`config.mk`:
```
export PLATFORM = sky130hd
export DESIGN_NAME = pathway_router
export DESIGN_NICKNAME = d
export VERILOG_FILES = /design/src/rtl/router_pkg.sv /design/src/rtl/sign_cam.sv /design/src/rtl/chan_pool.sv /design/src/rtl/path_lane.sv /design/src/rtl/pathway_router.sv
export SDC_FILE = /design/constraint.sdc
export NUM_CORES = 1
export LEC_CHECK = 0
export CORE_UTILIZATION = 55
export DETAILED_ROUTE_END_ITERATION = 6
export PLACE_DENSITY = 0.84
export SLEW_MARGIN = 20
export SYNTH_ARGS = -nofsm -noshare
export SYNTH_HDL_FRONTEND = slang
export SYNTH_SLANG_ARGS = --single-unit
```
`constraint.sdc`:
```
create_clock -name clk -period 5.25 [get_ports clk]
set_input_delay 1.3125 -clock clk [delete_from_list [all_inputs] [get_ports clk]]
set_output_delay 1.3125 -clock clk [all_outputs]
set_load 0.005 [all_outputs]
```
`src/rtl/router_pkg.sv`:
```
package router_pkg;
  localparam int ADDR_W   = 16;
  localparam int NDIR     = 4;
  localparam int DIR_W    = 2;
  localparam int TURN_LSB = 16;
  localparam int ACT_BIT  = 18;
  localparam int KIND_W   = 2;

  localparam logic [KIND_W-1:0] KIND_DATA  = 2'd0;
  localparam logic [KIND_W-1:0] KIND_BEGIN = 2'd1;
  localparam logic [KIND_W-1:0] KIND_END   = 2'd2;

  typedef enum logic [2:0] {
    LS_IDLE,
    LS_DECIDE,
    LS_PROMOTE,
    LS_ALLOC,
    LS_BOUND,
    LS_DROP
  } lane_state_e;
endpackage

```
`src/rtl/sign_cam.sv`:
```
module sign_cam #(
  parameter int KEY_W = 16,
  parameter int NENT  = 2
) (
  input  logic [KEY_W-1:0]           key,
  input  logic [NENT-1:0][KEY_W-1:0] entries,
  output logic [NENT-1:0]            hit
);
  // one comparator per stored entry
  for (genvar e = 0; e < NENT; e++) begin : g_ent
    assign hit[e] = (entries[e] == key);
  end
endmodule

```
`src/rtl/chan_pool.sv`:
```
module chan_pool
  import router_pkg::*;
#(
  parameter int NLANE = 4,
  parameter int NCH   = 2,
  parameter int CH_W  = 1
) (
  input  logic                        clk,
  input  logic                        rst_n,
  input  logic [NLANE-1:0]            req,
  input  logic [NLANE-1:0][DIR_W-1:0] req_dir,
  output logic [NLANE-1:0]            gnt,
  output logic [NLANE-1:0][CH_W-1:0]  gnt_chan,
  input  logic [NLANE-1:0]            rel,
  input  logic [NLANE-1:0][DIR_W-1:0] rel_dir,
  input  logic [NLANE-1:0][CH_W-1:0]  rel_chan,
  output logic [NDIR-1:0][NCH-1:0]    free_q
);
  logic [NDIR-1:0][NCH-1:0] avail;
  logic [NDIR-1:0][NCH-1:0] free_d;
  logic                     free_en;

  // lanes are served in index order; each takes the lowest free channel
  always_comb begin
    avail    = free_q;
    gnt      = '0;
    gnt_chan = '0;
    for (int l = 0; l < NLANE; l++) begin
      if (req[l] && (|avail[req_dir[l]])) begin
        for (int c = NCH - 1; c >= 0; c--) begin
          if (avail[req_dir[l]][c]) gnt_chan[l] = CH_W'(c);
        end
        gnt[l] = 1'b1;
        avail[req_dir[l]][gnt_chan[l]] = 1'b0;
      end
    end
    free_d = avail;
    for (int l = 0; l < NLANE; l++) begin
      if (rel[l]) free_d[rel_dir[l]][rel_chan[l]] = 1'b1;
    end
  end

  assign free_en = (|req) | (|rel);

  always_ff @(posedge clk or negedge rst_n) begin
    if (!rst_n)       free_q <= '1;
    else if (free_en) free_q <= free_d;
  end
endmodule

```
`src/rtl/path_lane.sv`:
```
module path_lane
  import router_pkg::*;
#(
  parameter int LANE   = 0,
  parameter int WORD_W = 32,
  parameter int CH_W   = 1
) (
  input  logic              clk,
  input  logic              rst_n,
  input  logic [ADDR_W-1:0] node_addr,
  input  logic [ADDR_W-1:0] origin_id,
  input  logic              in_valid,
  input  logic [KIND_W-1:0] in_kind,
  input  logic [WORD_W-1:0] in_word,
  output logic              in_ready,
  output logic              req,
  output logic [DIR_W-1:0]  req_dir,
  input  logic              gnt,
  input  logic [CH_W-1:0]   gnt_chan,
  output logic              rel,
  output logic [DIR_W-1:0]  rel_dir,
  output logic [CH_W-1:0]   rel_chan,
  output logic              fwd_valid,
  output logic              fwd_local,
  output logic [DIR_W-1:0]  fwd_dir,
  output logic [CH_W-1:0]   fwd_chan,
  output logic [KIND_W-1:0] fwd_kind,
  output logic [WORD_W-1:0] fwd_word,
  output logic              arrive,
  output logic              loop_det,
  output logic              bound,
  output logic              alloc
);
  lane_state_e state_q, state_d;
  logic [WORD_W-1:0] mark_q;
  logic              mark_en;
  logic [DIR_W-1:0]  dir_q, dir_d;
  logic              dir_en;
  logic              loc_q, loc_d, loc_en;
  logic [CH_W-1:0]   chan_q;
  logic              chan_en;
  logic              fv_d;
  logic [KIND_W-1:0] fk_d;
  logic [WORD_W-1:0] fw_d;
  logic              fwd_en;
  logic              arr_d, lp_d;
  logic              acc;
  logic [1:0]        hit;

  sign_cam #(.KEY_W(ADDR_W), .NENT(2)) u_cam (
    .key     (mark_q[ADDR_W-1:0]),
    .entries ({origin_id, node_addr}),
    .hit     (hit)
  );

  assign in_ready = (state_q == LS_IDLE) || (state_q == LS_PROMOTE) ||
                    (state_q == LS_BOUND) || (state_q == LS_DROP);
  assign acc      = in_valid & in_ready;

  always_comb begin
    state_d = state_q;
    mark_en = 1'b0;
    dir_en  = 1'b0;
    dir_d   = dir_q;
    loc_en  = 1'b0;
    loc_d   = loc_q;
    chan_en = 1'b0;
    req     = 1'b0;
    rel     = 1'b0;
    fv_d    = 1'b0;
    fk_d    = in_kind;
    fw_d    = in_word;
    arr_d   = 1'b0;
    lp_d    = 1'b0;
    case (state_q)
      LS_IDLE: begin
        if (acc && (in_kind == KIND_BEGIN)) begin
          mark_en = 1'b1;
          state_d = LS_DECIDE;
        end
      end
      LS_DECIDE: begin
        if (hit[0]) begin
          if (mark_q[ACT_BIT]) begin
            loc_en  = 1'b1;
            loc_d   = 1'b1;
            arr_d   = 1'b1;
            state_d = LS_BOUND;
          end else begin
            dir_en  = 1'b1;
            dir_d   = mark_q[TURN_LSB +: DIR_W];
            state_d = LS_PROMOTE;
          end
        end else if (hit[1]) begin
          lp_d    = 1'b1;
          state_d = LS_DROP;
        end else begin
          dir_en  = 1'b1;
          dir_d   = DIR_W'(LANE);
          state_d = LS_ALLOC;
        end
      end
      LS_PROMOTE: begin
        if (acc) begin
          mark_en = 1'b1;
          state_d = LS_ALLOC;
        end
      end
      LS_ALLOC: begin
        req = 1'b1;
        if (gnt) begin
          chan_en = 1'b1;
          loc_en  = 1'b1;
          loc_d   = 1'b0;
          fv_d    = 1'b1;
          fk_d    = KIND_BEGIN;
          fw_d    = mark_q;
          state_d = LS_BOUND;
        end
      end
      LS_BOUND: begin
        if (acc) begin
          fv_d = 1'b1;
          if (in_kind == KIND_END) begin
            rel     = ~loc_q;
            state_d = LS_IDLE;
          end
        end
      end
      LS_DROP: begin
        if (acc && (in_kind == KIND_END)) state_d = LS_IDLE;
      end
      default: state_d = LS_IDLE;
    endcase
  end

  assign fwd_en = fv_d;

  always_ff @(posedge clk or negedge rst_n) begin
    if (!rst_n) begin
      state_q   <= LS_IDLE;
      mark_q    <= '0;
      dir_q     <= '0;
      loc_q     <= 1'b0;
      chan_q    <= '0;
      fwd_valid <= 1'b0;
      fwd_kind  <= '0;
      fwd_word  <= '0;
      arrive    <= 1'b0;
      loop_det  <= 1'b0;
    end else begin
      state_q   <= state_d;
      fwd_valid <= fv_d;
      arrive    <= arr_d;
      loop_det  <= lp_d;
      if (mark_en) mark_q <= in_word;
      if (dir_en)  dir_q  <= dir_d;
      if (loc_en)  loc_q  <= loc_d;
      if (chan_en) chan_q <= gnt_chan;
      if (fwd_en) begin
        fwd_kind <= fk_d;
        fwd_word <= fw_d;
      end
    end
  end

  assign req_dir   = dir_q;
  assign rel_dir   = dir_q;
  assign rel_chan  = chan_q;
  assign fwd_dir   = dir_q;
  assign fwd_chan  = chan_q;
  assign fwd_local = loc_q;
  assign bound     = (state_q == LS_BOUND);
  assign alloc     = (state_q == LS_ALLOC);
endmodule

```
`src/rtl/pathway_router.sv`:
```
module pathway_router
  import router_pkg::*;
#(
  parameter int WORD_W = 32,
  parameter int NCH    = 2,
  parameter int NLANE  = 4,
  parameter int CH_W   = (NCH > 1) ? $clog2(NCH) : 1
) (
  input  logic                         clk,
  input  logic                         rst_n,
  input  logic [ADDR_W-1:0]            node_addr,
  input  logic [ADDR_W-1:0]            origin_id,
  input  logic [NLANE-1:0]             in_valid,
  input  logic [NLANE-1:0][KIND_W-1:0] in_kind,
  input  logic [NLANE-1:0][WORD_W-1:0] in_word,
  output logic [NLANE-1:0]             in_ready,
  output logic [NLANE-1:0]             fwd_valid,
  output logic [NLANE-1:0]             fwd_local,
  output logic [NLANE-1:0][DIR_W-1:0]  fwd_dir,
  output logic [NLANE-1:0][CH_W-1:0]   fwd_chan,
  output logic [NLANE-1:0][KIND_W-1:0] fwd_kind,
  output logic [NLANE-1:0][WORD_W-1:0] fwd_word,
  output logic [NLANE-1:0]             arrive,
  output logic [NLANE-1:0]             loop_det
);
  logic [NLANE-1:0]            req, gnt, rel;
  logic [NLANE-1:0][DIR_W-1:0] req_dir, rel_dir;
  logic [NLANE-1:0][CH_W-1:0]  gnt_chan, rel_chan;
  logic [NLANE-1:0]            lane_bound, lane_alloc;
  logic [NDIR-1:0][NCH-1:0]    pool_free;

  for (genvar l = 0; l < NLANE; l++) begin : g_lane
    path_lane #(.LANE(l), .WORD_W(WORD_W), .CH_W(CH_W)) u_lane (
      .clk       (clk),
      .rst_n     (rst_n),
      .node_addr (node_addr),
      .origin_id (origin_id),
      .in_valid  (in_valid[l]),
      .in_kind   (in_kind[l]),
      .in_word   (in_word[l]),
      .in_ready  (in_ready[l]),
      .req       (req[l]),
      .req_dir   (req_dir[l]),
      .gnt       (gnt[l]),
      .gnt_chan  (gnt_chan[l]),
      .rel       (rel[l]),
      .rel_dir   (rel_dir[l]),
      .rel_chan  (rel_chan[l]),
      .fwd_valid (fwd_valid[l]),
      .fwd_local (fwd_local[l]),
      .fwd_dir   (fwd_dir[l]),
      .fwd_chan  (fwd_chan[l]),
      .fwd_kind  (fwd_kind[l]),
      .fwd_word  (fwd_word[l]),
      .arrive    (arrive[l]),
      .loop_det  (loop_det[l]),
      .bound     (lane_bound[l]),
      .alloc     (lane_alloc[l])
    );
  end

  chan_pool #(.NLANE(NLANE), .NCH(NCH), .CH_W(CH_W)) u_pool (
    .clk      (clk),
    .rst_n    (rst_n),
    .req      (req),
    .req_dir  (req_dir),
    .gnt      (gnt),
    .gnt_chan (gnt_chan),
    .rel      (rel),
    .rel_dir  (rel_dir),
    .rel_chan (rel_chan),
    .free_q   (pool_free)
  );
endmodule

```
# Yosys cells after proc, flatten, opt, wreduce, memory -nomap -nowiden
# Index checks and enable logic that the tools add are counted.
[op_classes] order_cmp=24 eq_ne=76 n_mux=236 n_bitwise=21 reduce_logical=62
[op_table] op="$mux W32" n=8
[op_table] op="$eq A16 B16 Y1" n=8
[op_table] op="$mux W1" n=112
[op_table] op="$mux W3" n=36
[op_table] op="$pmux W3 S6" n=4
[op_table] op="$mux W2" n=32
[op_table] op="$mux W8" n=8
[op_table] op="$ne A2 B2 Y1 const B" n=24
[op_table] op="$and A8 B8 Y8" n=4
[op_table] op="$demux W2 S2" n=8
[op_table] op="$ne A2 B1 Y1 const B" n=16
[op_table] op="$not A8 Y8" n=4
[op_table] op="$or A8 B8 Y8" n=4
[op_table] op="$pmux W1 S2" n=16
[op_table] op="$eq A3 B2 Y1 const B" n=8
[op_table] op="$eq A3 B3 Y1 const B" n=8
[op_table] op="$logic_and A1 B1 Y1" n=24
[op_table] op="$reduce_and A6 Y1" n=4
[op_table] op="$reduce_and A5 Y1" n=4
[op_table] op="$bmux W2 S2" n=4
[op_table] op="$lt A1 B2 Y1 const B" n=8
[op_table] op="$reduce_and A4 Y1" n=4
[op_table] op="$eq A3 B1 Y1 const B" n=4
[op_table] op="$logic_not A3 Y1" n=4
[op_table] op="other kinds (13)" n=63
[totals] ff_bits=312 input_bits=174 out_inout_bits=168 elab_cells=463

# Longest topological paths before layout
[depth] depth_word=64 mapped_depth=12

# By module
# Synthesis repeated with hierarchy kept, for this count alone.
[hier_totals] cells_unflattened=1466 area_unflattened_um2=16661.0
[by_module_without_submodules] module="path_lane at g_lane[1].u_lane ..." n_inst=2 cells_per_inst=282 area_per_inst_um2=3508.4 seq_area_each_um2=1901.8
[by_module_without_submodules] module="path_lane at g_lane[3].u_lane" n_inst=1 cells_per_inst=279 area_per_inst_um2=3509.6 seq_area_each_um2=1901.8
[by_module_without_submodules] module="path_lane at g_lane[0].u_lane" n_inst=1 cells_per_inst=281 area_per_inst_um2=3482.1 seq_area_each_um2=1901.8
[by_module_without_submodules] module="sign_cam" n_inst=4 cells_per_inst=42 area_per_inst_um2=349.1 seq_area_each_um2=0.0
[by_module_without_submodules] module="chan_pool" n_inst=1 cells_per_inst=174 area_per_inst_um2=1256.2 seq_area_each_um2=210.2

# Least setup slack after synthesis
# No wires, ideal clock.
[synth_timing] path_type="input -> register" start="input port node_addr[8]" end="register g_lane[3].u_lane.dir_q[0]" setup_time_ns=0.128 arrival_ns=3.183 required_time_ns=5.122 slack_ns=1.940 cell_stages=8 path_buffers=1 cell_sequence="clkbuf_1 xnor2_1 nand4_1 nor4_4 nor2_1 a211o_1 nor3b_2 mux2_1"
[synth_via] elab_chain_len=4 elab_cells_between_ends=7 classes_between="3 x eq/ne; 3 x mux; 1 x reduce/logical"
[synth_lines] item="start, declared" line="pathway_router.sv:11" text="input logic [ADDR_W-1:0] node_addr,"
[synth_lines] item="$eq A16 B16 Y1 *" line="sign_cam.sv:11" text="assign hit[e] = (entries[e] == key);"
[synth_lines] item="$mux W1" line="path_lane.sv:83" text="if (hit[0]) begin"
[synth_lines] item="$mux W1" line="path_lane.sv:75" text="case (state_q)"
[synth_lines] item="$reduce_and A4 Y1 (no line)"
[synth_lines] item="end signal, assigned" line="path_lane.sv:157" text="if (dir_en) dir_q <= dir_d;"
[synth_lines] item="end, declared" line="path_lane.sv:37" text="logic [DIR_W-1:0] dir_q, dir_d;"
# Every way passes the cells marked *; elsewhere a longest branch is shown, timed or not.
# A chain may end at the register's enable or synchronous reset.

# Final worst setup path
[layout_timing] start="register g_lane[1].u_lane.state_q[2]" end="output port in_ready[1]"
[layout_via] elab_chain_len=4 elab_cells_between_ends=7 classes_between="3 x eq/ne; 4 x reduce/logical"
[layout_lines] item="start, declared" line="path_lane.sv:34" text="lane_state_e state_q, state_d;"
[layout_lines] item="start signal, assigned" line="path_lane.sv:152" text="state_q <= state_d;"
[layout_lines] item="$eq A3 B2 Y1 or $logic_not A3 Y1 (tied branches)" line="path_lane.sv:56" text="assign in_ready = (state_q == LS_IDLE) || (state_q == LS_PROMOTE) ||"
[layout_lines] item="$logic_or A1 B1 Y1 (2 in series)" line="path_lane.sv:56"
[layout_lines] item="$logic_or A1 B1 Y1 *" line="path_lane.sv:57" text="(state_q == LS_BOUND) || (state_q == LS_DROP);"
[layout_lines] item="end, declared" line="pathway_router.sv:16" text="output logic [NLANE-1:0] in_ready,"
# Marks and branches as above.

==> metrics.txt <==
# TYPE chip_impl_metric gauge
chip_impl_metric{name="clock_path_buffers",unit=""} 3
chip_impl_info{name="rsz_0062_raised_after_global_routing",value="false"} 1
chip_impl_metric{name="routability_congestion_estimate",unit=""} 0.897
chip_impl_metric{name="synth-async-reset-ratio",unit="%"} 100
chip_impl_metric{name="internal-power",unit="mW"} 7.05
chip_impl_metric{name="die_h",unit="um"} 180
chip_impl_metric{name="h-tree-depth",unit=""} 2
chip_impl_info{name="synth.most_common_cell",value="sky130_fd_sc_hd__dfrtp_1"} 1
chip_impl_metric{name="timing.clock.skew",unit="ps"} 19.1
chip_impl_metric{name="dpl.cell_count",unit=""} 2311
chip_impl_metric{name="finalWorstSetupSlack",unit="ps"} 1640
chip_impl_metric{name="synth_largest_type_area_fraction",unit="%"} 43.8
chip_impl_metric{name="port_buffer_count",unit=""} 341
chip_impl_metric{name="drtPass1Iterations",unit=""} 7
chip_impl_metric{name="synth_edf_count",unit=""} 0
chip_impl_info{name="netlist_top_cells_count",value="sky130_fd_sc_hd__dfrtp_1 (304), sky130_fd_sc_hd__nand2_1 (239), sky130_fd_sc_hd__mux2_2 (114)"} 1
chip_impl_metric{name="initialDrtViolationCount",unit=""} 1394
chip_impl_metric{name="grt.overflow.total",unit=""} 0
chip_impl_info{name="cp-startpoint",value="g_lane[1].u_lane.state_q[2]$_DFFE_PN0P_"} 1
chip_impl_metric{name="r2r_cells",unit=""} 9
chip_impl_metric{name="die-area",unit="sq um"} 32300
chip_impl_metric{name="num_vias",unit=""} 14855
chip_impl_metric{name="clkLatencyLatePin",unit="ps"} 520
chip_impl_metric{name="worst_ep_arrival_time",unit="ps"} 2300
chip_impl_metric{name="fraction_of_power_consumed_by_the_clock_network",unit="%"} 24.4
chip_impl_metric{name="drive_above_1_share",unit="%"} 14.3
chip_impl_metric{name="max_slew.worst_pin.slew",unit="ps"} 1080
chip_impl_info{name="violations",value="design-rule violations"} 1
chip_impl_metric{name="layout.filler_cells",unit=""} 2190
chip_impl_metric{name="finalSetupViolations",unit=""} 0
chip_impl_metric{name="cts.repair.resized",unit=""} 0
chip_impl_info{name="worstReg2RegStart",value="g_lane[1].u_lane.state_q[1]$_DFFE_PN0P_"} 1
chip_impl_metric{name="grt_pass1_wl",unit="mm"} 83.7
chip_impl_metric{name="crit_path_max_incr_delay",unit="ps"} 640
chip_impl_metric{name="ant_nets",unit=""} 0
chip_impl_metric{name="cts_inserted_buffers",unit=""} 35
chip_impl_metric{name="number_of_global_route_vias_before_repair",unit=""} 14573
chip_impl_metric{name="area_growth",unit="%"} 26.4
chip_impl_info{name="worst_path_max_delay_cell",value="sky130_fd_sc_hd__clkdlybuf4s50_1"} 1
chip_impl_metric{name="viasPerCell",unit=""} 6.25
chip_impl_info{name="worstSetupStartpointType",value="flip-flop"} 1
chip_impl_metric{name="totalWireLength",unit="mm"} 53.2
chip_impl_metric{name="power_leakage",unit="nW"} 9.20
chip_impl_metric{name="max_cap_viol_count",unit=""} 0
chip_impl_metric{name="crit_path_max_fo",unit=""} 13
chip_impl_metric{name="yosys.cell_types.count",unit=""} 86
chip_impl_metric{name="cp.buffers_inverters",unit=""} 1
chip_impl_metric{name="stdcell_count",unit=""} 2375
chip_impl_metric{name="synth-seq-area-share",unit="%"} 45.0
chip_impl_metric{name="syn_nets",unit=""} 1902
chip_impl_info{name="synth_top_cells_by_area",value="sky130_fd_sc_hd__dfrtp_1 (44%), sky130_fd_sc_hd__mux2_2 (7.4%), sky130_fd_sc_hd__nand2_1 (5.2%)"} 1
chip_impl_info{name="cp_cell_sequence",value="nand2b_1, a21boi_0, clkdlybuf4s50_1"} 1
chip_impl_metric{name="number_of_antenna_violations_at_the_first_check_in_global_routing",unit=""} 1
chip_impl_info{name="setup.worst_path.end",value="in_ready[1]"} 1
chip_impl_metric{name="route.detailed.drc",unit=""} 30
chip_impl_metric{name="hold_violations",unit=""} 0
chip_impl_metric{name="layout.nets",unit=""} 2126
chip_impl_metric{name="global_route.usage.total",unit="%"} 32.4
chip_impl_metric{name="relSlewSlack",unit="%"} 27.9
chip_impl_metric{name="finish.instance_area",unit="sq um"} 22000
chip_impl_metric{name="cts_post_setup_buffers_inserted",unit=""} 0
chip_impl_metric{name="powerDensity",unit="nW/um^2"} 498
chip_impl_metric{name="final_period_minus_worst_setup_slack",unit="ps"} 3610
chip_impl_info{name="ys.flop_type",value="sky130_fd_sc_hd__dfrtp_1"} 1
chip_impl_metric{name="floorplan.core_area",unit="sq um"} 30800
chip_impl_metric{name="vdd.ir_drop.worst",unit="uV"} 376
chip_impl_metric{name="synth.avg_cell_area",unit="sq um"} 10.1
chip_impl_metric{name="ios",unit=""} 342
chip_impl_metric{name="post_synthesis_instance_area",unit="sq um"} 17400
chip_impl_metric{name="post_dp_cell_area",unit="sq um"} 20700
chip_impl_metric{name="synthCells",unit=""} 1728
chip_impl_metric{name="initial_util",unit="%"} 56.4
chip_impl_info{name="timing.critical_path.max_delay_family",value="buffers and inverters"} 1
chip_impl_info{name="netlist.top_cell.by_area",value="sky130_fd_sc_hd__dfrtp_1"} 1
chip_impl_metric{name="route.detailed.wl_per_inst",unit="um"} 22.4
chip_impl_metric{name="report.power.total",unit="mW"} 10.9
chip_impl_metric{name="hold_buffers",unit=""} 0
chip_impl_info{name="run_status",value="finished, violations left"} 1
chip_impl_metric{name="combinationalPowerShare",unit="%"} 35.5
chip_impl_metric{name="row_count",unit=""} 64
chip_impl_metric{name="fmaxAchievable",unit="GHz"} 0.277
chip_impl_metric{name="reg2reg_slack",unit="ps"} 1700
chip_impl_metric{name="p_sw",unit="mW"} 3.88
chip_impl_info{name="critPathKind",value="reg2out"} 1
chip_impl_metric{name="switching_share",unit="%"} 35.5
chip_impl_info{name="cts_root_buf",value="sky130_fd_sc_hd__clkbuf_16"} 1
chip_impl_metric{name="clk_pin_slew",unit="ps"} 60
chip_impl_metric{name="critPathRequiredTime",unit="ps"} 3940
chip_impl_metric{name="die_width",unit="um"} 180
chip_impl_metric{name="grt_start_max_net_pins",unit=""} 104
chip_impl_info{name="r2r_end",value="g_lane[3].u_lane.state_q[1]$_DFFE_PN0P_"} 1
chip_impl_metric{name="synth_warnings",unit=""} 0
chip_impl_metric{name="timing.final.crit_share",unit="%"} 68.7
chip_impl_metric{name="place_hpwl",unit="mm"} 36.3
chip_impl_metric{name="synth_seq_cells",unit=""} 312
chip_impl_metric{name="slew_viol_final",unit=""} 0
chip_impl_info{name="tritoncts",value="built"} 1
chip_impl_metric{name="numClockSinks",unit=""} 312
chip_impl_metric{name="seqPwrFrac",unit="%"} 40.2
chip_impl_metric{name="worst-path-stages",unit=""} 3
chip_impl_info{name="timing.critical_path.to_type",value="primary output"} 1
chip_impl_info{name="hold_class",value="reg2reg"} 1
chip_impl_metric{name="post-place-ws",unit="ps"} 1170
chip_impl_metric{name="summed_negative_setup_slack_over_all_endpoints",unit="ps"} 0
flip-flops by register name, summed over array words and instances, names as in the netlist:
register                 count
g_lane.u_lane.loop_det       4
u_pool.free_q                8
g_lane.u_lane.fwd_word     128
g_lane.u_lane.state_q       12
g_lane.u_lane.fwd_valid      4
g_lane.u_lane.mark_q       128
g_lane.u_lane.arrive         4
g_lane.u_lane.fwd_kind       8
g_lane.u_lane.fwd_dir        8
g_lane.u_lane.fwd_chan       4
g_lane.u_lane.fwd_local      4
layout by cell type, fill, tap and decap left out, types with 11 or more instances in the layout:
cell,instances
sky130_fd_sc_hd__a211o_1,36
sky130_fd_sc_hd__a21oi_1,51
sky130_fd_sc_hd__a22oi_1,65
sky130_fd_sc_hd__buf_4,23
sky130_fd_sc_hd__clkbuf_16,37
sky130_fd_sc_hd__clkdlybuf4s50_1,340
sky130_fd_sc_hd__dfrtp_1,304
sky130_fd_sc_hd__inv_1,18
sky130_fd_sc_hd__mux2_1,19
sky130_fd_sc_hd__mux2_2,114
sky130_fd_sc_hd__mux2i_1,43
sky130_fd_sc_hd__nand2_1,237
sky130_fd_sc_hd__nand2b_1,15
sky130_fd_sc_hd__nand3_1,42
sky130_fd_sc_hd__nand4_1,27
sky130_fd_sc_hd__nor2_1,40
sky130_fd_sc_hd__nor3_1,97
sky130_fd_sc_hd__nor3_2,11
sky130_fd_sc_hd__nor4_1,52
sky130_fd_sc_hd__o211ai_1,39
sky130_fd_sc_hd__o211ai_2,29
sky130_fd_sc_hd__o21ai_0,27
sky130_fd_sc_hd__xnor2_1,88
sky130_fd_sc_hd__xor2_1,42
metrics by stage:
step           utilization [%]  hold WS, ps
2_1_floorplan                -          465
3_3_place_gp              67.2          459
3_5_place_dp              67.2          462
4_1_cts                   71.2          480
5_1_grt                   71.2          496
6_report                  71.2          477
worst min-delay path by stage:
| stage | startpoint | endpoint | depth (start not counted) | slack (ps) |
|---|---|---|---|---|
| 2_1_floorplan | g_lane[0].u_lane.mark_q[28]$_DFFE_PN0P_ | g_lane[0].u_lane.mark_q[28]$_DFFE_PN0P_ | 1 | 460 |
| 3_3_place_gp | g_lane[1].u_lane.fwd_word[12]$_DFFE_PN0P_ | g_lane[1].u_lane.fwd_word[12]$_DFFE_PN0P_ | 2 | 460 |
| 3_5_place_dp | g_lane[1].u_lane.fwd_word[12]$_DFFE_PN0P_ | g_lane[1].u_lane.fwd_word[12]$_DFFE_PN0P_ | 2 | 460 |
| 4_1_cts | g_lane[0].u_lane.fwd_word[5]$_DFFE_PN0P_ | g_lane[0].u_lane.fwd_word[5]$_DFFE_PN0P_ | 2 | 480 |
| 5_1_grt | g_lane[0].u_lane.fwd_word[5]$_DFFE_PN0P_ | g_lane[0].u_lane.fwd_word[5]$_DFFE_PN0P_ | 2 | 500 |
| 6_report | g_lane[0].u_lane.fwd_word[26]$_DFFE_PN0P_ | g_lane[0].u_lane.fwd_word[26]$_DFFE_PN0P_ | 2 | 480 |
cell type report:
class / count / area, sq um / area share [%]
clock inverters: 16 / 241 / 1.10
inverters: 19 / 71.3 / 0.325
clock buffers: 47 / 1000 / 4.57
multi-input cells: 1218 / 8700 / 39.6
flip-flops and latches: 312 / 7820 / 35.6
well taps: 396 / 495 / 2.26
repair buffers: 366 / 3630 / 16.5
diodes: 1 / 2.50 / 0.0114
worst register-to-register path, stage by stage, from the launching register on:
cell and delay, ps:
sky130_fd_sc_hd__dfrtp_1 640, sky130_fd_sc_hd__nand3b_2 550, sky130_fd_sc_hd__nor3_1 460, sky130_fd_sc_hd__a2111oi_0 170, sky130_fd_sc_hd__buf_4 190, sky130_fd_sc_hd__nor4_4 190
sky130_fd_sc_hd__buf_4 580, sky130_fd_sc_hd__nand2_1 190, sky130_fd_sc_hd__a21o_1 270, sky130_fd_sc_hd__a311oi_2 250
metal layers:
layer,wire length [um],track usage [%],vias up
met4,1340,9.34,0
li1,-,-,6692
met1,22200,44.6,7357
met2,25500,52.6,718
met5,0,0,-
met3,4180,5.79,88
logic make-up after synthesis:
| family | after synthesis | share of synthesized area, % |
|---|---|---|
| buffers and inverters | 198 | 5.53 |
| and+or+nand+nor | 580 | 16.8 |
| AOI/OAI and AO/OA | 330 | 14.7 |
| DFF | 312 | 45.0 |
| muxes | 178 | 11.4 |
| xor gates and xnor gates | 130 | 6.55 |
power by group through the flow:
stage	combinational (mW)	sequential (mW)	clock, mW
after floorplan	2.64	3.93	0
after global placement	3.73	4.33	0
after detailed placement	3.84	4.38	0
after CTS	3.88	4.36	2.69
after global routing	4.21	4.50	2.79
final	3.88	4.39	2.66
No activity file was read; power rests on OpenSTA's default activity.
